[config.mk]
export PLATFORM = sky130hd
export DESIGN_NAME = cap_timer
export DESIGN_NICKNAME = d
export VERILOG_FILES = /design/src/rtl/cap_timer_pkg.sv /design/src/rtl/ct_input_stage.sv /design/src/rtl/ct_counter.sv /design/src/rtl/ct_regfile.sv /design/src/rtl/cap_timer.sv
export SDC_FILE = /design/constraint.sdc
export NUM_CORES = 1
export LEC_CHECK = 0
export BUFFER_PORTS_ARGS = -buffer_cell sky130_fd_sc_hd__buf_4
export CORE_UTILIZATION = 43
export DETAILED_ROUTE_END_ITERATION = 8
export GPL_TIMING_DRIVEN = 0
export HOLD_SLACK_MARGIN = 0.12
export SLEW_MARGIN = 20
export SYNTH_ARGS = -nofsm -noshare
export SYNTH_HDL_FRONTEND = slang
export SYNTH_HIERARCHICAL = 1
export SYNTH_SLANG_ARGS = --single-unit
[constraint.sdc]
create_clock -name clk -period 2.1 [get_ports clk]
set_input_delay 0.21 -clock clk [delete_from_list [all_inputs] [get_ports clk]]
set_output_delay 0.21 -clock clk [all_outputs]
set_load 0.01 [all_outputs]
[src/rtl/cap_timer_pkg.sv]
`timescale 1ns/1ps
// Package: register addresses and control-byte layout shared by the
// capture timer modules. Assumes a byte-wide register port.
package cap_timer_pkg;
    localparam int ADR_CTRL = 0;
    localparam int ADR_STAT = 1;
    localparam int ADR_CMP  = 2;   // first compare byte; capture and count follow

    typedef struct packed {
        logic both;   // bit3: trigger on either edge
        logic rise;   // bit2: edge select, 1 = rising
        logic clr;    // bit1: clear on compare match
        logic run;    // bit0: counter enable
    } ctl_t;
endpackage

[src/rtl/ct_input_stage.sv]
`timescale 1ns/1ps
// Synchronizes the external pin and turns its edges, plus software changes of
// the edge select, into a one-cycle capture trigger. Assumes STAGES >= 2.
module ct_input_stage #(
    parameter int STAGES = 2
) (
    input  logic clk,
    input  logic rst_n,
    input  logic pin,
    input  logic sel_rise,
    input  logic both,
    output logic level,
    output logic trig
);
    logic [STAGES-1:0] sync_q;
    logic              prev_q;
    logic              sel_prev_q;
    logic              rise_hit, fall_hit, edge_hit, switch_hit;

    // Shift the pin through the synchronizer chain.
    always_ff @(posedge clk) begin
        if (!rst_n) sync_q <= '0;
        else        sync_q <= {sync_q[STAGES-2:0], pin};
    end

    assign level = sync_q[STAGES-1];

    // Remember last level and last edge select for change detection.
    always_ff @(posedge clk) begin
        if (!rst_n) begin
            prev_q     <= 1'b0;
            sel_prev_q <= 1'b0;
        end else begin
            prev_q     <= level;
            sel_prev_q <= sel_rise;
        end
    end

    // Combine pin edges and select changes into a trigger.
    always_comb begin
        rise_hit   = level & ~prev_q;
        fall_hit   = ~level & prev_q;
        edge_hit   = both ? (rise_hit | fall_hit) : (sel_rise ? rise_hit : fall_hit);
        switch_hit = (sel_rise & ~sel_prev_q & level) | (~sel_rise & sel_prev_q & ~level);
        trig       = edge_hit | switch_hit;
    end
endmodule

[src/rtl/ct_counter.sv]
`timescale 1ns/1ps
// Up-counter with optional clear on compare match. Counts one per cycle while
// run and tick are both high; assumes tick is already synchronous to clk.
module ct_counter #(
    parameter int W = 16
) (
    input  logic         clk,
    input  logic         rst_n,
    input  logic         run,
    input  logic         tick,
    input  logic         clr_en,
    input  logic [W-1:0] cmp,
    output logic [W-1:0] cnt
);
    logic at_match;
    assign at_match = clr_en && (cnt == cmp);

    // Advance, wrap or reload the count.
    always_ff @(posedge clk) begin
        if (!rst_n)           cnt <= '0;
        else if (run && tick) cnt <= at_match ? '0 : cnt + 1'b1;
    end
endmodule

[src/rtl/ct_regfile.sv]
`timescale 1ns/1ps
// Byte-addressed control, compare, capture and flag registers with a
// combinational read mux. Assumes W is a multiple of 8.
module ct_regfile
    import cap_timer_pkg::*;
#(
    parameter int W      = 16,
    parameter int ADDR_W = 3
) (
    input  logic              clk,
    input  logic              rst_n,
    input  logic              we,
    input  logic [ADDR_W-1:0] addr,
    input  logic [7:0]        wdata,
    output logic [7:0]        rdata,
    input  logic [W-1:0]      cnt,
    input  logic              trig,
    output ctl_t              ctl,
    output logic [W-1:0]      cmp,
    output logic [W-1:0]      cap,
    output logic              flag,
    output logic              flag_clr
);
    localparam int BYTES   = W / 8;
    localparam int ADR_CAP = ADR_CMP + BYTES;
    localparam int ADR_CNT = ADR_CAP + BYTES;

    assign flag_clr = we && (int'(addr) == ADR_STAT) && wdata[0];

    // Control byte write.
    always_ff @(posedge clk) begin
        if (!rst_n)                              ctl <= '0;
        else if (we && int'(addr) == ADR_CTRL)   ctl <= ctl_t'(wdata[3:0]);
    end

    // Compare register, written one byte at a time.
    always_ff @(posedge clk) begin
        if (!rst_n) cmp <= '1;
        else begin
            for (int b = 0; b < BYTES; b++)
                if (we && int'(addr) == ADR_CMP + b) cmp[8*b +: 8] <= wdata;
        end
    end

    // Capture register loads the counter on every trigger.
    always_ff @(posedge clk) begin
        if (!rst_n)    cap <= '0;
        else if (trig) cap <= cnt;
    end

    // Sticky flag: set by trigger, which wins over a write-1 clear.
    always_ff @(posedge clk) begin
        if (!rst_n)        flag <= 1'b0;
        else if (trig)     flag <= 1'b1;
        else if (flag_clr) flag <= 1'b0;
    end

    // Read mux.
    always_comb begin
        rdata = '0;
        if (int'(addr) == ADR_CTRL) rdata = {4'b0, ctl};
        if (int'(addr) == ADR_STAT) rdata = {7'b0, flag};
        for (int b = 0; b < BYTES; b++) begin
            if (int'(addr) == ADR_CMP + b) rdata = cmp[8*b +: 8];
            if (int'(addr) == ADR_CAP + b) rdata = cap[8*b +: 8];
            if (int'(addr) == ADR_CNT + b) rdata = cnt[8*b +: 8];
        end
    end
endmodule

[src/rtl/cap_timer.sv]
`timescale 1ns/1ps
// Top of the input-capture timer: synchronizer/trigger stage, counter and
// register file. Assumes cnt_tick is synchronous and ext_in is asynchronous.
module cap_timer
    import cap_timer_pkg::*;
#(
    parameter int CNT_W       = 16,
    parameter int SYNC_STAGES = 2
) (
    input  logic                                  clk,
    input  logic                                  rst_n,
    input  logic                                  cnt_tick,
    input  logic                                  ext_in,
    input  logic                                  reg_we,
    input  logic [$clog2(2+3*(CNT_W/8))-1:0]      reg_addr,
    input  logic [7:0]                            reg_wdata,
    output logic [7:0]                            reg_rdata,
    output logic                                  irq
);
    localparam int ADDR_W = $clog2(2 + 3 * (CNT_W / 8));

    ctl_t             ctl;
    logic             run_en, clr_en, sel_rise, both_en;
    logic [CNT_W-1:0] cnt_q, cmp_q, cap_q;
    logic             trig, pin_lvl, flag_q, flag_clr;

    assign run_en   = ctl.run;
    assign clr_en   = ctl.clr;
    assign sel_rise = ctl.rise;
    assign both_en  = ctl.both;
    assign irq      = flag_q;

    ct_input_stage #(.STAGES(SYNC_STAGES)) u_in (
        .clk(clk), .rst_n(rst_n), .pin(ext_in), .sel_rise(sel_rise),
        .both(both_en), .level(pin_lvl), .trig(trig)
    );

    ct_counter #(.W(CNT_W)) u_cnt (
        .clk(clk), .rst_n(rst_n), .run(run_en), .tick(cnt_tick),
        .clr_en(clr_en), .cmp(cmp_q), .cnt(cnt_q)
    );

    ct_regfile #(.W(CNT_W), .ADDR_W(ADDR_W)) u_regs (
        .clk(clk), .rst_n(rst_n), .we(reg_we), .addr(reg_addr),
        .wdata(reg_wdata), .rdata(reg_rdata), .cnt(cnt_q), .trig(trig),
        .ctl(ctl), .cmp(cmp_q), .cap(cap_q), .flag(flag_q), .flag_clr(flag_clr)
    );

    logic unused_lvl;
    assign unused_lvl = pin_lvl;
endmodule

# == Word-level counts from Yosys, hierarchy flattened ==
# Cells that the tools add are included.
# classes
n_addsub,1
eq_ne,8
n_mux,13
bitwise_logic,13
reduce_logical,9
# ops
op,n
2-to-1 mux 8 bit,6
adder 16 x 1 -> 16 bit (second input constant),1
== test 16 bit,1
2-to-1 mux 16 bit,1
== test 3 bit (second input constant),4
2-to-1 mux 4 bit,2
logical AND 1 bit,7
bitwise AND 1 bit,6
== test 3 x 2 -> 1 bit (second input constant),2
2-to-1 mux 1 bit,4
NOT 1 bit,4
== test 3 x 1 -> 1 bit (second input constant),1
zero test 3 bit,1
OR 1 bit,3
nonzero test 2 bit,1
# word_totals
ff_bits,57
input_bits,16

# == Depth between registers and ports, before layout ==
# Gate-level depths: netlist (run 1).
# depth
word_depth,9
ltp_mapped,9
ltp_nobuf,7

# == Hierarchy ==
# Netlist (run 1), hierarchy kept.
# by_module_without_submodules
module,instances,cells_per_inst,area_per_inst_um2,seq_area_each_um2
ct_regfile,1,196,1908.1,740.7
ct_counter,1,98,878.3,320.3
ct_input_stage,1,17,178.9,80.1

# == Worst setup path before layout (run 1) ==
# No wires, ideal clock.
# synth_path
kind,register to register
from,reg u_cnt.cnt[7]
to,reg u_cnt.cnt[12]
arrival_time_ns,1.636
path_slack_ns,0.349
stages_incl_launch_ff,7
period_less_slack_ns,1.751
path_cell_list,dfxtp_1 > xor2_1 > nor4_1 > nand4_1 > o41ai_4 > buf_6 > nor2_1
# synth_between
elab_chain_cells,3
elab_cells_between_ends,4
classes_between,add/sub (1); eq/ne (1); mux (1); reduce/logical (1)
# synth_lines
item,line,rtl
start: declaration,ct_counter.sv:13,output logic [W-1:0] cnt
start signal: assignment,ct_counter.sv:21,else if (run && tick) cnt <= at_match ? '0 : cnt + 1'b1;
"parallel branches: the longest is 2 deep, another holds adder 16 x 1 -> 16 bit",n/a,
2-to-1 mux 16 bit (*),ct_counter.sv:21,
# Mark *: on every way between the ends.
# A chain may end at the register's enable or synchronous reset.

# == Worst setup path in the final report (run 1) ==
# Same ends and word-level chain as after synthesis.

==> impl_metrics.prom, run 1 <==
# TYPE chip_impl_metric gauge
chip_impl_metric{name="timing.final.crit_period",unit="ns"} 1.967
chip_impl_metric{name="reg2reg_path_depth",unit=""} 6
chip_impl_metric{name="wire_per_inst",unit="µm"} 17.09
chip_impl_metric{name="antenna_found_initial",unit=""} 0
chip_impl_metric{name="timing.max_cap.violations",unit=""} 0
chip_impl_info{name="holdCritStartpoint",value="rst_n"} 1
chip_impl_metric{name="antenna_cells",unit=""} 0
chip_impl_info{name="hold_crit_endpoint",value="u_in/sync_q[0]"} 1
chip_impl_metric{name="grtUsageTotal",unit="%"} 22.00
chip_impl_metric{name="slew-limit-headroom",unit="%"} 57.73
chip_impl_metric{name="setup_slack",unit="ns"} 0.1332
chip_impl_metric{name="grt_overflow",unit=""} 0
chip_impl_metric{name="layout-drive-gt1-share",unit="%"} 19.38
chip_impl_metric{name="effective_utilization_at_floorplan",unit="%"} 45.56
chip_impl_metric{name="worst_hold_margin",unit="ns"} 0.1456
chip_impl_metric{name="final_net_count",unit=""} 372
chip_impl_metric{name="worst_slew_pin_slew",unit="ns"} 0.6327
chip_impl_metric{name="fp.dieW",unit="µm"} 84.96
chip_impl_info{name="worstSetupStartpointType",value="flop"} 1
chip_impl_metric{name="dp_slack",unit="ns"} -0.1074
chip_impl_info{name="run_status",value="complete, but fails checks"} 1
chip_impl_metric{name="ir_drop",unit="mV"} 0.5887
chip_impl_metric{name="numCtsBuffers",unit=""} 9
chip_impl_info{name="timing.critical_path.to_type",value="flop"} 1
chip_impl_metric{name="sequential_cell_area",unit="µm²"} 1142
chip_impl_metric{name="multi_input_area",unit="µm²"} 1669
chip_impl_metric{name="drt_iter0_drc",unit=""} 180
chip_impl_metric{name="maximum_number_of_pins_on_one_net_before_global_route_repair",unit=""} 11
chip_impl_metric{name="fillCellCount",unit=""} 622
chip_impl_metric{name="post_synth_inst_count",unit=""} 310
chip_impl_metric{name="drt_pre_antenna_iters",unit=""} 8
chip_impl_metric{name="gp_routability_congestion",unit=""} 0.8074
chip_impl_metric{name="cts-htree-levels",unit=""} 3
chip_impl_metric{name="core_area",unit="µm²"} 6495
chip_impl_metric{name="first_global_vias",unit=""} 2317
chip_impl_metric{name="antenna_violating_nets_remaining",unit=""} 0
chip_impl_info{name="min-delay-path-class",value="in -> reg"} 1
chip_impl_metric{name="clk_latency",unit="ns"} 0.34
chip_impl_metric{name="die_height",unit="µm"} 84.96
chip_impl_info{name="violated_checks",value="DRC"} 1
chip_impl_metric{name="power_per_unit_of_standard_cell_area",unit="nW/µm²"} 649.5
chip_impl_metric{name="half_perimeter_wire_length_after_placement",unit="µm"} 5146
chip_impl_metric{name="timing.critical_path.arrival",unit="ns"} 2.20
chip_impl_metric{name="clk_pin_slew_worst_paths",unit="ns"} 0.06
chip_impl_metric{name="hold_path_depth",unit=""} 2
chip_impl_info{name="path_class",value="reg -> reg"} 1
chip_impl_metric{name="yosys_warning_total",unit=""} 6
chip_impl_metric{name="fin_crit_sh",unit="%"} 93.66
chip_impl_metric{name="finalSetupViolations",unit=""} 0
chip_impl_metric{name="core.rowCount",unit=""} 29
chip_impl_metric{name="synth_area",unit="µm²"} 2959
chip_impl_metric{name="via_per_inst",unit=""} 5.531
chip_impl_metric{name="r2r_slack",unit="ns"} 0.13
chip_impl_metric{name="floorplan.die_area",unit="µm²"} 7217
chip_impl_metric{name="placement.io_buffers",unit=""} 21
chip_impl_metric{name="avgSynthCellArea",unit="µm²"} 9.545
chip_impl_metric{name="grt_first_pass_wirelength",unit="µm"} 11930
chip_impl_metric{name="drc",unit=""} 1
chip_impl_metric{name="final_core_util",unit="%"} 53.61
chip_impl_metric{name="area_delta_synth_final",unit="%"} 17.67
chip_impl_metric{name="detail_route.wirelength",unit="µm"} 7402
chip_impl_metric{name="num_vias",unit=""} 2395
chip_impl_info{name="cts.root.buffer_cell",value="sky130_fd_sc_hd__clkbuf_8"} 1
chip_impl_info{name="grt_setup_unrepaired",value="false"} 1
chip_impl_metric{name="boundaryPins",unit=""} 25
chip_impl_metric{name="maxSlewViolCount",unit=""} 0
chip_impl_metric{name="hold_viol",unit=""} 0
chip_impl_metric{name="clock-skew-final",unit="ns"} 0.006452
chip_impl_info{name="reg_to_reg_startpoint",value="u_cnt/cnt[7]"} 1
chip_impl_metric{name="cp_max_fo",unit=""} 10
chip_impl_info{name="r2r-end",value="u_cnt/cnt[12]"} 1
chip_impl_info{name="cts_tree",value="built"} 1
chip_impl_metric{name="total_nets_after_synthesis",unit=""} 329
chip_impl_metric{name="critical_path_required",unit="ns"} 2.33
chip_impl_metric{name="fmax",unit="MHz"} 508.4
chip_impl_metric{name="leakage",unit="nW"} 1.306
chip_impl_metric{name="cts.path.max_buffers",unit=""} 2
chip_impl_metric{name="cts.sinks",unit=""} 57
[state kept, by name, summed over array words and instances, names as in the netlist]
register and cells:
u_cnt/cnt 16, u_regs/cap 16, u_in/sync_q 2, u_regs/flag 1
u_regs/ctl 4, u_in/prev_q 1, u_in/sel_prev_q 1, u_regs/cmp 16
[layout by cell type (no fill, tap or decap), types with 2 or more instances in the layout]
master and n:
sky130_fd_sc_hd__nor4bb_1 3, sky130_fd_sc_hd__xor2_1 13, sky130_fd_sc_hd__nand2_1 35, sky130_fd_sc_hd__ha_1 3, sky130_fd_sc_hd__o21ai_0 5, sky130_fd_sc_hd__clkbuf_1 8
sky130_fd_sc_hd__buf_4 27, sky130_fd_sc_hd__nand4_1 7, sky130_fd_sc_hd__mux2_2 11, sky130_fd_sc_hd__buf_2 5, sky130_fd_sc_hd__inv_1 5, sky130_fd_sc_hd__and2_2 2
sky130_fd_sc_hd__a221oi_1 8, sky130_fd_sc_hd__clkbuf_8 11, sky130_fd_sc_hd__dlygate4sd3_1 9, sky130_fd_sc_hd__a22oi_1 3, sky130_fd_sc_hd__nand4b_1 2, sky130_fd_sc_hd__mux4_2 3
sky130_fd_sc_hd__nor2b_1 24, sky130_fd_sc_hd__and3_1 4, sky130_fd_sc_hd__and2_1 3, sky130_fd_sc_hd__xnor2_1 18, sky130_fd_sc_hd__mux2i_1 28, sky130_fd_sc_hd__nand3_1 15
sky130_fd_sc_hd__buf_6 4, sky130_fd_sc_hd__nor2_1 23, sky130_fd_sc_hd__dfxtp_1 56
[how the worst max path moves through the flow]
stage                  from            end  slack, ns  cells past startpoint
2_1_floorplan  u_cnt/cnt[7]  u_cnt/cnt[12]       0.35                      6
3_3_place_gp   u_cnt/cnt[6]  u_cnt/cnt[11]      -0.08                      6
3_5_place_dp   u_cnt/cnt[6]  u_cnt/cnt[13]      -0.11                      6
4_1_cts        u_cnt/cnt[6]   u_cnt/cnt[2]       0.12                      6
5_1_grt        u_cnt/cnt[7]  u_cnt/cnt[10]       0.04                      6
6_report       u_cnt/cnt[7]  u_cnt/cnt[12]       0.13                      6
[per-layer routing]
| layer | part of all wire [%] | GRT usage, % | up-vias | wire [µm] |
|---|---|---|---|---|
| li1 | - | - | 1166 | - |
| met1 | 47 | 29.24 | 1147 | 3486 |
| met2 | 46 | 34.82 | 69 | 3377 |
| met3 | 5.6 | 6.128 | 13 | 413 |
| met4 | 1.7 | 6.626 | 0 | 124 |
| met5 | 0 | 0 | - | 0 |
[through the flow]
| step | total power [mW] | instances | setup TNS, ns | instance area, µm² |
|---|---|---|---|---|
| after CTS | 2.285 | 433 | 0 | 3481 |
| after detailed placement | 1.378 | 408 | -1.039 | 3213 |
| after floorplan | 1.290 | 310 | 0 | 2959 |
| after global routing | 2.359 | 433 | 0 | 3482 |
| after global placement | 1.376 | 408 | -0.8172 | 3213 |
| final | 2.262 | 433 | 0 | 3482 |
[area by class of cell]
class	count	share of cell area [%]
tap	77	2.767
inverter	7	0.7546
clock buffer	14	4.671
buffer	19	3.521
timing repair buffer	32	7.546
multi-input combinational	227	47.93
sequential	57	32.81
[worst max-delay path: stages (launching register included)]
cell	delay [ns]
sky130_fd_sc_hd__dfxtp_1	0.51
sky130_fd_sc_hd__xor2_1	0.11
sky130_fd_sc_hd__nor4_1	0.42
sky130_fd_sc_hd__nand4_1	0.21
sky130_fd_sc_hd__o41ai_4	0.36
sky130_fd_sc_hd__buf_6	0.20
sky130_fd_sc_hd__nor2_1	0.05
[power by group]
part / leakage, nW / switching, mW / internal [mW]
Combinational: 0.761 / 0.128 / 0.134
Sequential: 0.462 / 0.0139 / 1.10
Clock: 0.0826 / 0.408 / 0.481
[repair_timing]
item	4_1_cts	5_1_grt
pin swaps	1	0
resized for setup	0	1
setup buffers	2	0
endpoints found under the hold margin	15	0
hold buffers	9	0
setup endpoints to repair	10	1
Power figures use the tool's default switching activity.
==> run 2: changes to the inputs <==
CORE_UTILIZATION = 59   (was 43)
HOLD_SLACK_MARGIN = unset   (was 0.12)
PLACE_DENSITY = 0.79   (was unset)
==> run 2 against run 1 <==
Wire length down 7.2%. Non-clock buffer count down 9. Count of clock-buffer cells in the layout unchanged. Cell area down 3.0%. Die area down 27%. Critical path type unchanged. The run now ends clean. Clock skew up 0.0031 ns. Largest power group unchanged.
==> impl_metrics.prom, run 2 (synthesized netlist as in run 1, its figures left out) <==
# TYPE chip_impl_metric gauge
chip_impl_metric{name="ir_drop",unit="mV"} 0.4358
chip_impl_metric{name="power_per_unit_of_standard_cell_area",unit="nW/µm²"} 660.2
chip_impl_metric{name="boundaryPins",unit=""} 25
chip_impl_metric{name="via_per_inst",unit=""} 5.792
chip_impl_metric{name="tns",unit="ns"} 0
chip_impl_metric{name="r2r_slack",unit="ns"} 0.07
chip_impl_metric{name="effective_utilization_at_floorplan",unit="%"} 61.83
chip_impl_metric{name="area_delta_synth_final",unit="%"} 14.16
chip_impl_metric{name="reg2reg_path_depth",unit=""} 6
chip_impl_metric{name="fp.dieW",unit="µm"} 72.82
chip_impl_metric{name="worst_slew_pin_slew",unit="ns"} 0.5823
chip_impl_info{name="path_class",value="reg -> reg"} 1
chip_impl_info{name="r2r-end",value="u_cnt/cnt[11]"} 1
chip_impl_info{name="reg.largest.list",value="u_cnt/cnt x16, u_regs/cap x16, u_regs/cmp x16"} 1
chip_impl_metric{name="cts_repair_resize_count",unit=""} 0
chip_impl_metric{name="first_global_vias",unit=""} 2233
chip_impl_metric{name="cts.path.max_buffers",unit=""} 2
chip_impl_metric{name="timing.critical_path.arrival",unit="ns"} 2.24
chip_impl_info{name="layout.cells.most_common",value="sky130_fd_sc_hd__dfxtp_1"} 1
chip_impl_metric{name="antenna_violating_nets_remaining",unit=""} 0
chip_impl_metric{name="critical_path_required",unit="ns"} 2.31
chip_impl_info{name="critical_path_cell_by_cell",value="xor2_1, nor4_1, nand4_1, o41ai_4, buf_6, nor2_1"} 1
chip_impl_metric{name="detail_route.wirelength",unit="µm"} 6870
chip_impl_metric{name="cts-htree-levels",unit=""} 3
chip_impl_metric{name="slew-limit-headroom",unit="%"} 61.18
chip_impl_metric{name="grtUsageTotal",unit="%"} 28.08
chip_impl_info{name="grt_setup_unrepaired",value="false"} 1
chip_impl_metric{name="die_height",unit="µm"} 72.82
chip_impl_info{name="min-delay-path-class",value="in -> reg"} 1
chip_impl_metric{name="leakage",unit="nW"} 1.268
chip_impl_metric{name="numCtsBuffers",unit=""} 9
chip_impl_metric{name="clock-skew-final",unit="ns"} 0.009576
chip_impl_metric{name="half_perimeter_wire_length_after_placement",unit="µm"} 4819
chip_impl_metric{name="maxSlewViolCount",unit=""} 0
chip_impl_metric{name="timing.max_cap.violations",unit=""} 0
chip_impl_metric{name="multi_input_area",unit="µm²"} 1669
chip_impl_metric{name="crit_path_max_incr_delay",unit="ns"} 0.55
chip_impl_metric{name="grt_first_pass_wirelength",unit="µm"} 10930
chip_impl_metric{name="setup_slack",unit="ns"} 0.07302
chip_impl_metric{name="drt_iter0_drc",unit=""} 136
chip_impl_metric{name="final_net_count",unit=""} 363
chip_impl_metric{name="dp_slack",unit="ns"} -0.1477
chip_impl_info{name="cpMaxStageDelayCell",value="sky130_fd_sc_hd__dfxtp_1"} 1
chip_impl_metric{name="core.rowCount",unit=""} 25
chip_impl_info{name="cts_tree",value="built"} 1
chip_impl_metric{name="floorplan.die_area",unit="µm²"} 5303
chip_impl_metric{name="core_area",unit="µm²"} 4786
chip_impl_metric{name="layout-drive-gt1-share",unit="%"} 19.60
chip_impl_metric{name="final_cells",unit=""} 414
chip_impl_info{name="worstSetupStartpointType",value="flop"} 1
chip_impl_metric{name="cts.sinks",unit=""} 57
chip_impl_info{name="timing.critical_path.to_type",value="flop"} 1
chip_impl_metric{name="hold_viol",unit=""} 0
chip_impl_metric{name="clk_pin_slew_worst_paths",unit="ns"} 0.06
chip_impl_info{name="cts.root.buffer_cell",value="sky130_fd_sc_hd__clkbuf_8"} 1
chip_impl_metric{name="maximum_number_of_pins_on_one_net_before_global_route_repair",unit=""} 11
chip_impl_metric{name="grt_overflow",unit=""} 0
chip_impl_info{name="cp-startpoint",value="u_cnt/cnt[6]"} 1
chip_impl_metric{name="drc",unit=""} 0
chip_impl_info{name="run_status",value="finished, final reports clean"} 1
chip_impl_info{name="critical_path.endpoint",value="u_cnt/cnt[11]"} 1
chip_impl_info{name="reg_to_reg_startpoint",value="u_cnt/cnt[6]"} 1
chip_impl_metric{name="fin_crit_sh",unit="%"} 96.52
chip_impl_metric{name="timing.final.crit_period",unit="ns"} 2.027
chip_impl_metric{name="gp_routability_congestion",unit=""} 0.8636
chip_impl_metric{name="cp_max_fo",unit=""} 10
chip_impl_metric{name="drt_pre_antenna_iters",unit=""} 5
chip_impl_info{name="final_cell_mix",value="sky130_fd_sc_hd__dfxtp_1, sky130_fd_sc_hd__nand2_1, sky130_fd_sc_hd__mux2i_1"} 1
chip_impl_metric{name="placement.io_buffers",unit=""} 21
chip_impl_metric{name="place_inst",unit=""} 398
chip_impl_metric{name="fillCellCount",unit=""} 399
chip_impl_metric{name="antenna_cells",unit=""} 0
chip_impl_metric{name="clk_latency",unit="ns"} 0.33
chip_impl_metric{name="wire_per_inst",unit="µm"} 16.59
chip_impl_metric{name="sequential_cell_area",unit="µm²"} 1141
chip_impl_metric{name="antenna_found_initial",unit=""} 0
chip_impl_metric{name="finalSetupViolations",unit=""} 0
chip_impl_metric{name="fmax",unit="MHz"} 493.3
chip_impl_metric{name="num_vias",unit=""} 2398
## run 2: cell count changes in the layout (fill, tap and decap cells not counted), sizes merged
cell,previous run,this run
dlygate4sd3,9,0
## run 2: repair_timing
item / CTS / global route
setup buffers: 2 / 0
endpoints found under the setup margin: 16 / 0
hold buffers: 0 / 0
## run 2: report_power, final
part	internal, mW	switching, mW	leakage, nW
combinational	0.123	0.124	0.724
clock	0.481	0.392	0.0826
sequential	1.10	0.0136	0.461
## run 2: how the worst min path moves through the flow
stage | startpoint | endpoint | slack [ns] | cells after the start
finish | ext_in | u_in/sync_q[0] | 0.09 | 2
global route | ext_in | u_in/sync_q[0] | 0.1 | 2
global placement | u_in/sync_q[0] | u_in/sync_q[1] | 0.41 | 1
CTS | ext_in | u_in/sync_q[0] | 0.08 | 2
floorplan | ext_in | u_in/sync_q[0] | 0.33 | 1
detailed placement | ext_in | u_in/sync_q[0] | 0.42 | 2
## run 2: critical path, delay by kind of cell (launching register included)
kind / cells / cell delay [ns]
AO/OA/AOI/OAI: 1 / 0.34
XOR/XNOR: 1 / 0.14
buffers and inverters: 1 / 0.20
flip-flops: 1 / 0.55
AND/OR/NAND/NOR: 3 / 0.69
## run 2: final cells by class
type                       count  area share, %
buffer                        19          3.630
clock buffer                  14          4.815
inverter                       7         0.7778
multi-input combinational    227          49.41
sequential                    57          33.78
tap                           67          2.481
timing repair buffer          23          5.111
## run 2: metal layers
metal / track usage (%) / wire length (µm) / up-vias
met5: 0 / 0 / -
met1: 37.60 / 3168 / 1168
met2: 44.86 / 3242 / 78
met3: 4.144 / 366 / 9
met4: 12.85 / 93 / 0
li1: - / - / 1143
## run 2: stage by stage
stage               cell area, µm²  power, mW  hold WS (ns)  util, %
finish                        3378      2.230       0.09081    70.59
global route                  3378      2.311       0.09568    70.59
CTS                           3378      2.238       0.08447    70.59
detailed placement            3201      1.374        0.4162    66.88
global placement              3201      1.370        0.4148    66.88
floorplan                     2959      1.290        0.3317        -
==> run 3: changes to the inputs <==
--- a/config.mk
+++ b/config.mk
@@ -10,5 +10,7 @@
 export DETAILED_ROUTE_END_ITERATION = 8
 export GPL_TIMING_DRIVEN = 0
+export MAX_ROUTING_LAYER = met4
 export PLACE_DENSITY = 0.79
+export RECOVER_POWER = 25
 export SLEW_MARGIN = 20
 export SYNTH_ARGS = -nofsm -noshare
==> constraint.sdc (replaced) <==
create_clock -name clk -period 2.1 [get_ports clk]
set_input_delay 0.315 -clock clk [delete_from_list [all_inputs] [get_ports clk]]
set_output_delay 0.315 -clock clk [all_outputs]
set_load 0.01 [all_outputs]
==> run 3 against run 2 <==
Register-to-register slack is essentially flat. Utilization shrank 0.16 points. Fmax grew 0.46%. Die area is the same. Hold slack gained 0.11 ns. Largest cell class unchanged. Total power is essentially flat. Global-route usage grew 0.84 points. Largest power group unchanged. Via count shrank 1.8%. Combinational power is essentially flat.
==> impl_metrics.prom, run 3 (synthesized netlist as in run 1, its figures left out) <==
# TYPE chip_impl_metric gauge
chip_impl_info{name="run_status",value="finished, final reports clean"} 1
chip_impl_metric{name="critical_path_required",unit="ns"} 2.31
chip_impl_metric{name="core_area",unit="µm²"} 4786
chip_impl_info{name="layout.cells.most_common",value="sky130_fd_sc_hd__dfxtp_1"} 1
chip_impl_metric{name="fp.dieW",unit="µm"} 72.82
chip_impl_metric{name="detail_route.wirelength",unit="µm"} 6881
chip_impl_metric{name="grt_first_pass_wirelength",unit="µm"} 10940
chip_impl_metric{name="worst_hold_margin",unit="ns"} 0.1984
chip_impl_metric{name="core.rowCount",unit=""} 25
chip_impl_info{name="gr-max-usage-layer",value="met2"} 1
chip_impl_metric{name="place_inst",unit=""} 398
chip_impl_info{name="r2r-end",value="u_cnt/cnt[11]"} 1
chip_impl_metric{name="drt_pre_antenna_iters",unit=""} 5
chip_impl_metric{name="cts.path.max_buffers",unit=""} 2
chip_impl_metric{name="timing.final.crit_period",unit="ns"} 2.018
chip_impl_metric{name="grt_overflow",unit=""} 0
chip_impl_info{name="reg.largest.list",value="u_cnt/cnt x16, u_regs/cap x16, u_regs/cmp x16"} 1
chip_impl_metric{name="final_net_count",unit=""} 363
chip_impl_metric{name="numCtsBuffers",unit=""} 9
chip_impl_metric{name="r2r_slack",unit="ns"} 0.08
chip_impl_info{name="critical_path_cell_by_cell",value="xor2_1, nor4_1, nand4_1, o41ai_4, buf_6, nor2_1"} 1
chip_impl_metric{name="grt.met3_usage",unit="%"} 4.144
chip_impl_metric{name="global_route.usage.met2",unit="%"} 44.86
chip_impl_metric{name="slew-limit-headroom",unit="%"} 62.10
chip_impl_metric{name="ir_drop",unit="mV"} 0.4366
chip_impl_metric{name="maximum_number_of_pins_on_one_net_before_global_route_repair",unit=""} 11
chip_impl_metric{name="placement.io_buffers",unit=""} 21
chip_impl_info{name="worstSetupStartpointType",value="flop"} 1
chip_impl_info{name="min-delay-path-class",value="in -> reg"} 1
chip_impl_info{name="final_cell_mix",value="sky130_fd_sc_hd__dfxtp_1, sky130_fd_sc_hd__nand2_1, sky130_fd_sc_hd__mux2i_1"} 1
chip_impl_metric{name="placed_cell_area",unit="µm²"} 3201
chip_impl_info{name="grt_setup_unrepaired",value="false"} 1
chip_impl_info{name="path_class",value="reg -> reg"} 1
chip_impl_metric{name="power_per_unit_of_standard_cell_area",unit="nW/µm²"} 661.9
chip_impl_metric{name="final_cells",unit=""} 414
chip_impl_metric{name="final_core_util",unit="%"} 70.43
chip_impl_metric{name="ctsHoldBuffers",unit=""} 0
chip_impl_info{name="reg_to_reg_startpoint",value="u_cnt/cnt[6]"} 1
chip_impl_metric{name="effective_utilization_at_floorplan",unit="%"} 61.83
chip_impl_metric{name="design_area",unit="µm²"} 3371
chip_impl_metric{name="maxSlewViolCount",unit=""} 0
chip_impl_metric{name="fmax",unit="MHz"} 495.6
chip_impl_metric{name="gp_routability_congestion",unit=""} 0.8776
chip_impl_metric{name="boundaryPins",unit=""} 25
chip_impl_metric{name="area_delta_synth_final",unit="%"} 13.91
chip_impl_metric{name="power.total",unit="mW"} 2.231
chip_impl_metric{name="timing.max_cap.violations",unit=""} 0
chip_impl_metric{name="clk_latency",unit="ns"} 0.32
chip_impl_metric{name="hold_path_depth",unit=""} 2
chip_impl_metric{name="half_perimeter_wire_length_after_placement",unit="µm"} 4819
chip_impl_metric{name="leakage",unit="nW"} 1.259
chip_impl_metric{name="cp_num_buf_inv",unit=""} 1
chip_impl_metric{name="crit_path_max_incr_delay",unit="ns"} 0.54
chip_impl_metric{name="num_vias",unit=""} 2356
chip_impl_metric{name="worst_slew_pin_slew",unit="ns"} 0.5685
chip_impl_metric{name="fin_crit_sh",unit="%"} 96.08
chip_impl_metric{name="antenna_cells",unit=""} 0
chip_impl_metric{name="dp_slack",unit="ns"} -0.1477
chip_impl_metric{name="reg2reg_path_depth",unit=""} 6
chip_impl_metric{name="floorplan.die_area",unit="µm²"} 5303
chip_impl_metric{name="first_global_vias",unit=""} 2229
chip_impl_metric{name="antenna_violating_nets_remaining",unit=""} 0
chip_impl_metric{name="cts.sinks",unit=""} 57
chip_impl_metric{name="layout-drive-gt1-share",unit="%"} 19.02
chip_impl_info{name="timing.critical_path.to_type",value="flop"} 1
chip_impl_metric{name="cp_max_fo",unit=""} 10
chip_impl_metric{name="tns",unit="ns"} 0
chip_impl_metric{name="via_per_inst",unit=""} 5.691
chip_impl_info{name="cts.root.buffer_cell",value="sky130_fd_sc_hd__clkbuf_8"} 1
chip_impl_info{name="holdCritStartpoint",value="ext_in"} 1
chip_impl_metric{name="finalSetupViolations",unit=""} 0
chip_impl_info{name="cts_tree",value="built"} 1
chip_impl_info{name="cp_top_family",value="simple AND/OR/NAND/NOR gates"} 1
chip_impl_metric{name="hold_viol",unit=""} 0
chip_impl_metric{name="drt_iter0_drc",unit=""} 195
chip_impl_metric{name="wire_per_inst",unit="µm"} 16.62
chip_impl_metric{name="setup_slack",unit="ns"} 0.08232
chip_impl_info{name="cpMaxStageDelayCell",value="sky130_fd_sc_hd__dfxtp_1"} 1
chip_impl_metric{name="grtUsageTotal",unit="%"} 28.92
chip_impl_metric{name="met1_usage",unit="%"} 37.60
chip_impl_metric{name="drc",unit=""} 0
chip_impl_metric{name="timing.critical_path.arrival",unit="ns"} 2.23
chip_impl_metric{name="antenna_found_initial",unit=""} 0
chip_impl_metric{name="die_height",unit="µm"} 72.82
chip_impl_metric{name="cts-htree-levels",unit=""} 3
chip_impl_metric{name="clock-skew-final",unit="ns"} 0.01041
chip_impl_info{name="hold_crit_endpoint",value="u_in/sync_q[0]"} 1
chip_impl_metric{name="cts_repair_resize_count",unit=""} 0
chip_impl_metric{name="clk_pin_slew_worst_paths",unit="ns"} 0.06
## run 3: how the worst max path moves through the flow
stage	startpoint	to	slack, ns	cells after the start
finish	u_cnt/cnt[6]	u_cnt/cnt[11]	0.08	6
global route	u_cnt/cnt[6]	u_cnt/cnt[14]	0.02	6
CTS	u_cnt/cnt[6]	u_cnt/cnt[11]	0.13	6
detailed placement	u_cnt/cnt[6]	u_cnt/cnt[11]	-0.15	6
global placement	u_cnt/cnt[6]	u_cnt/cnt[0]	-0.07	6
floorplan	u_cnt/cnt[7]	u_cnt/cnt[12]	0.35	6
## run 3: final cells by class
cell class | count | area [µm²]
flip-flops and latches | 57 | 1141
inverters | 7 | 26.28
clock buffers | 14 | 162.7
fillers | 401 | 1415
repair buffers | 23 | 165.2
multi-input cells | 227 | 1669
well taps | 67 | 83.83
plain buffers | 19 | 122.6
## run 3: timing repair
action,4_1_cts,5_1_grt
hold endpoints to repair,0,0
setup endpoints to repair,16,0
setup buffers,2,0
## run 3: where the power goes
| group | switching, mW | internal (mW) | leakage (nW) |
|---|---|---|---|
| logic | 0.124 | 0.121 | 0.715 |
| clock network | 0.395 | 0.481 | 0.0826 |
| registers | 0.0137 | 1.10 | 0.461 |
| total | 0.532 | 1.70 | 1.26 |
## run 3: metal layers
layer / up-vias / wire (µm)
li1: 1143 / -
met1: 1124 / 3071
met2: 83 / 3274
met3: 6 / 465
met4: 0 / 70
met5: - / 0
